===== src/rtl/dpc_fold.sv =====
module dpc_fold #(
  parameter int LANES  = 4,
  parameter int CHAINS = 4
) (
  input  logic [LANES*CHAINS-1:0] data,
  input  logic [LANES-1:0]        mask,
  output logic [CHAINS-1:0]       par
);
  always_comb begin
    par = '0;
    for (int l = 0; l < LANES; l++) begin
      if (mask[l]) par = par ^ data[l*CHAINS +: CHAINS];
    end
  end
endmodule


===== src/rtl/dpc_acc.sv =====
module dpc_acc #(
  parameter int LANES  = 4,
  parameter int CHAINS = 4
) (
  input  logic                    clk,
  input  logic                    rst_n,
  input  logic                    clr,
  input  logic                    en,
  input  logic                    last,
  input  logic [LANES*CHAINS-1:0] data,
  input  logic [LANES-1:0]        mask,
  output logic [CHAINS-1:0]       res
);
  logic [CHAINS-1:0] acc_q;
  logic [CHAINS-1:0] beat_par;

  dpc_fold #(.LANES(LANES), .CHAINS(CHAINS)) fold_i (
    .data(data), .mask(mask), .par(beat_par)
  );

  assign res = acc_q ^ beat_par;

  always_ff @(posedge clk or negedge rst_n) begin
    if (!rst_n)             acc_q <= '0;
    else if (clr)           acc_q <= '0;
    else if (en && last)    acc_q <= '0;
    else if (en)            acc_q <= res;
  end


  acc_clr_chk: assert property (@(posedge clk) disable iff (!rst_n)
    clr |=> acc_q == '0);
endmodule


===== config.mk =====
export PLATFORM = sky130hd
export DESIGN_NAME = dpc_acc
export DESIGN_NICKNAME = d
export VERILOG_FILES = /design/src/rtl/dpc_fold.sv /design/src/rtl/dpc_acc.sv
export SDC_FILE = /design/constraint.sdc
export NUM_CORES = 1
export LEC_CHECK = 0
export ABC_AREA = 1
export BUFFER_PORTS_ARGS = -buffer_cell sky130_fd_sc_hd__buf_4
export CORE_AREA = 2 2 39 41
export CTS_BUF_LIST = sky130_fd_sc_hd__clkbuf_4 sky130_fd_sc_hd__clkbuf_8 sky130_fd_sc_hd__clkbuf_16
export DETAILED_ROUTE_END_ITERATION = 12
export DIE_AREA = 0 0 41 43
export GPL_TIMING_DRIVEN = 1
export PLACE_DENSITY = 0.81
export SLEW_MARGIN = 20
export SYNTH_ARGS = -nofsm -noshare
export SYNTH_HDL_FRONTEND = slang
export SYNTH_HIERARCHICAL = 1
export SYNTH_SLANG_ARGS = --single-unit

===== constraint.sdc =====
create_clock -name clk -period 1.2 [get_ports clk]
set_input_delay 0.24 -clock clk [delete_from_list [all_inputs] [get_ports clk]]
set_output_delay 0.24 -clock clk [all_outputs]
set_load 0.005 [all_outputs]

[After elaboration in Yosys (flattened, before gate mapping)]
Cells that the tools add are included.
Operators by class
  muxes and demuxes: 7
  bitwise gates (word level): 4
  reductions and logical operators: 2
Operators with widths (number)
  two-way mux 4 bit: 7
  bitwise XOR 4 bit: 4
  nonzero test 3 bit: 1
  logical AND 1 bit: 1
Storage, ports and cells
  bits in registers: 4
  bits of input ports: 25

[Depth between registers and ports, before layout]
  depth after elaboration: 11
  depth in mapped cells: 12
  mapped depth without buffers: 12

[By module]
Netlist, hierarchy kept.
Modules (own cells, without submodules)
  dpc_fold: instances 1, cells an instance 63, area each 262.8 µm²
  dpc_acc: instances 1, cells an instance 40, area each 237.7 µm²

[Worst setup path before layout]
OpenSTA, ideal clock, no wires.
  kind: input-to-output
  start: in mask[1]
  end: out res[2]
  data arrival time: 869 ps
  required time: 960 ps
  setup slack: 91 ps
  cell stages on the path: 9
  buffers on the path: 1
  path through: buf_4 nand2_1 nand3_1 nand2_1 nor2_1 nor2_1 inv_1 nand2_1 nand2_1
On the way
  longest elaborated chain between the ends: 6
RTL lines
  start: declaration: RTL line dpc_acc.sv:11  | input logic [LANES-1:0] mask,
  two-way mux 4 bit (*): RTL line dpc_fold.sv:12  | if (mask[l]) par = par ^ data[l*CHAINS +: CHAINS];
  bitwise XOR 4 bit: RTL line dpc_fold.sv:12
  two-way mux 4 bit (*): RTL line dpc_fold.sv:12
  bitwise XOR 4 bit: RTL line dpc_fold.sv:12
  two-way mux 4 bit (*): RTL line dpc_fold.sv:12
  named net beat_par[2]: RTL line dpc_acc.sv:15  | logic [CHAINS-1:0] beat_par;
  bitwise XOR 4 bit (*): RTL line dpc_acc.sv:21  | assign res = acc_q ^ beat_par;
  end: declaration: RTL line dpc_acc.sv:12  | output logic [CHAINS-1:0] res
The timed path passes the listed nets; every way through them passes the cells marked *.

[Worst setup path in the final report]
  start: in mask[2]
  end: out res[2]
On the way
  longest elaborated chain between the ends: 4
RTL lines (RTL line)
  two-way mux 4 bit (*): dpc_fold.sv:12
  bitwise XOR 4 bit: dpc_fold.sv:12
  two-way mux 4 bit (*): dpc_fold.sv:12
  named net beat_par[2]: dpc_acc.sv:15
  bitwise XOR 4 bit (*): dpc_acc.sv:21
Marked as above.

==> results.json <==
{
  "start_kind": "input pin",
  "dp_hpwl_mm": 1.070,
  "cts_htree_levels": 1,
  "rows": 14,
  "drcViolationCount": 0,
  "fin_nets": 163,
  "tightest_slew_ns": 0.2777,
  "core_um2": 1384,
  "via_per_inst": 4.658,
  "relSlewSlack_pct": 81.42,
  "fp.dieH_um": 43,
  "placed_area_um2": 723.2,
  "fill_cells": 132,
  "cap_violations": 0,
  "syn_inst": 103,
  "path_clk_slew_ns": 0.04,
  "grt_max_degree": 9,
  "first_iter_violations": 16,
  "drive_gt1_share_pct": 49.26,
  "biggestRegsByFlops": "acc_q x4",
  "antenna_found_initial": 0,
  "totalWireLength_mm": 1.436,
  "ys_seq_area_share_pct": 20.00,
  "fp.dieW_um": 41,
  "worstHoldStart": "clr",
  "cts_tree": "yes",
  "numCtsBuffers": 3,
  "grt_overflow_total": 0,
  "reg2reg_from": "acc_q[2]$_DFFE_PN0P_",
  "path_max_fanout": 4,
  "syn_area_um2": 500.5,
  "dieArea_um2": 1763,
  "endpoint_kind": "primary output",
  "seq_area_um2": 100.1,
  "hold_end": "acc_q[1]$_DFFE_PN0P_",
  "clock_latency_ns": 0.24,
  "grt_pass1_wl_mm": 2.118,
  "criticalPathCategory": "in -> out",
  "reg2reg_slack_ns": 0.21,
  "slew_viol_final": 0,
  "layoutNonFillerInstCount": 152,
  "root_buffer": "clkbuf_4",
  "synth_top_area_share_pct": 42.75,
  "skew_ns": 0,
  "yosys_warnings": 6,
  "ant_nets": 0,
  "cp_slowest_cell": "buf_12",
  "crit_chain": "buf_12 -> nand2_4 -> inv_2 -> nand2_1 -> nand2_1 -> nand2_1 -> inv_1 -> nor2_2 -> inv_1 -> nand2_1 -> nand2_2 -> buf_6",
  "cpMostUsedCell": "nand2_1",
  "yosys_register_bits": 4,
  "dr.pass1.iters": 4,
  "cts_buffer_depth": 2,
  "postLayoutCellArea_um2": 909.6,
  "p_leak_nw": 0.5525,
  "power_density_nw_per_um2": 724.6,
  "setup_viol": 4,
  "diodes": 0,
  "hold_viol_final": 0,
  "avgSynthCellArea_um2": 4.859,
  "timing.hold.ws_ns": 0.2856,
  "top_register": "acc_q",
  "syn2layout_area_growth_pct": 81.75,
  "crit_required_ns": 0.96,
  "wl_per_cell_um": 9.447,
  "p_total_mw": 0.6591,
  "whs_path_depth": 4,
  "yosysUniqueCellTypes": 7,
  "r2r_cells": 7,
  "vdd_ir_drop_max_mv": 0.5105,
  "largest_register_ffs": 4,
  "cts.sinks": 4,
  "gp_congestion": 0.8286,
  "pre_cts_ws_ns": -0.1512,
  "io_buffers": 28,
  "cp.arrival_ns": 1.07,
  "regToRegEndpoint": "acc_q[2]$_DFFE_PN0P_",
  "period_needed_ns": 1.309,
  "violations": "negative setup slack",
  "dpl.cell_count": 146,
  "outcome": "finished, violations left",
  "initial_core_util_pct": 36.17,
  "setup_tns_ns": -0.3128,
  "max_stage_delay_ns": 0.12,
  "final_core_util_pct": 65.73,
  "grt_pass1_vias": 590,
  "yosys-top-cells-area": "nand2_1, dfrtp_1, inv_1",
  "vias": 708,
  "grt_usage_pct": 17.96,
  "fmax_mhz": 764.0,
  "multiInputGateArea_um2": 406.6,
  "ios": 29,
  "hold_path.class": "in -> reg",
  "postLayoutSetupSlackWorst_ns": -0.1088,
  "rsz0062_at_grt": "true",
  "syn_nets": 128,
  "final.period_utilization_pct": 109.1,
  "yosysTopAreaCell": "nand2_1"
}
## report_power, final
group,switching (mW),internal [mW]
sequential,0.00573,0.143
clock,0.0591,0.112
combinational,0.153,0.186
## Yosys cell counts
master and number:
nand2_1 57, inv_1 17, nand3_1 12, nor2_1 9, dfrtp_1 4, buf_4 3
nor2_2 1
## area by class of cell
cell class | instances | share of cell area [%]
timing repair buffer | 33 | 32.60
sequential | 4 | 11.00
inverter | 17 | 7.015
tap | 16 | 2.201
clock buffer | 3 | 2.476
multi-input combinational | 79 | 44.70
## what timing repair did
| item | CTS | global route |
|---|---|---|
| resized for setup | 17 | 30 |
| gates cloned | 0 | 0 |
| setup buffers | 3 | 0 |
| hold buffers | 1 | 0 |
| setup endpoints to repair | 4 | 5 |
| pin swaps | 16 | 18 |
| hold endpoints to repair | 4 | 0 |
## per-layer routing
layer	vias to the layer above	wire length, µm	global-route usage [%]	part of all wire (%)
met2	24	790	29.69	55
met4	0	25	10.00	1.7
li1	369	-	-	-
met3	4	76	4.712	5.3
met5	-	0	0	0
met1	311	544	19.28	38
## cells in the final DEF, fill, tap and decap left out, drive strengths merged
| cell | netlist | final |
|---|---|---|
| buf | 3 | 32 |
| inv | 17 | 17 |
| dfrtp | 4 | 4 |
| dlygate4sd3 | 0 | 1 |
| nand2 | 57 | 57 |
| nor2 | 10 | 10 |
| clkbuf | 0 | 3 |
| nand3 | 12 | 12 |
## critical path, delay by kind of cell
kind                   cells  cell delay, ns
buffers and inverters      5            0.36
AND/OR/NAND/NOR            7            0.46
## kinds of logic after synthesis
kind of cell | synth area share (%)
flip-flops | 20.00
AND/OR/NAND/NOR | 62.75
buffers and inverters | 17.25
## worst max-delay path by stage
stage            start      to  cells after the start
2_1_floorplan  mask[1]  res[2]                      9
3_3_place_gp   mask[2]  res[0]                     12
3_5_place_dp   mask[2]  res[1]                     12
4_1_cts        mask[2]  res[0]                     12
5_1_grt        mask[2]  res[2]                     12
6_report       mask[2]  res[2]                     12
No activity file was read; power rests on OpenSTA's default activity.
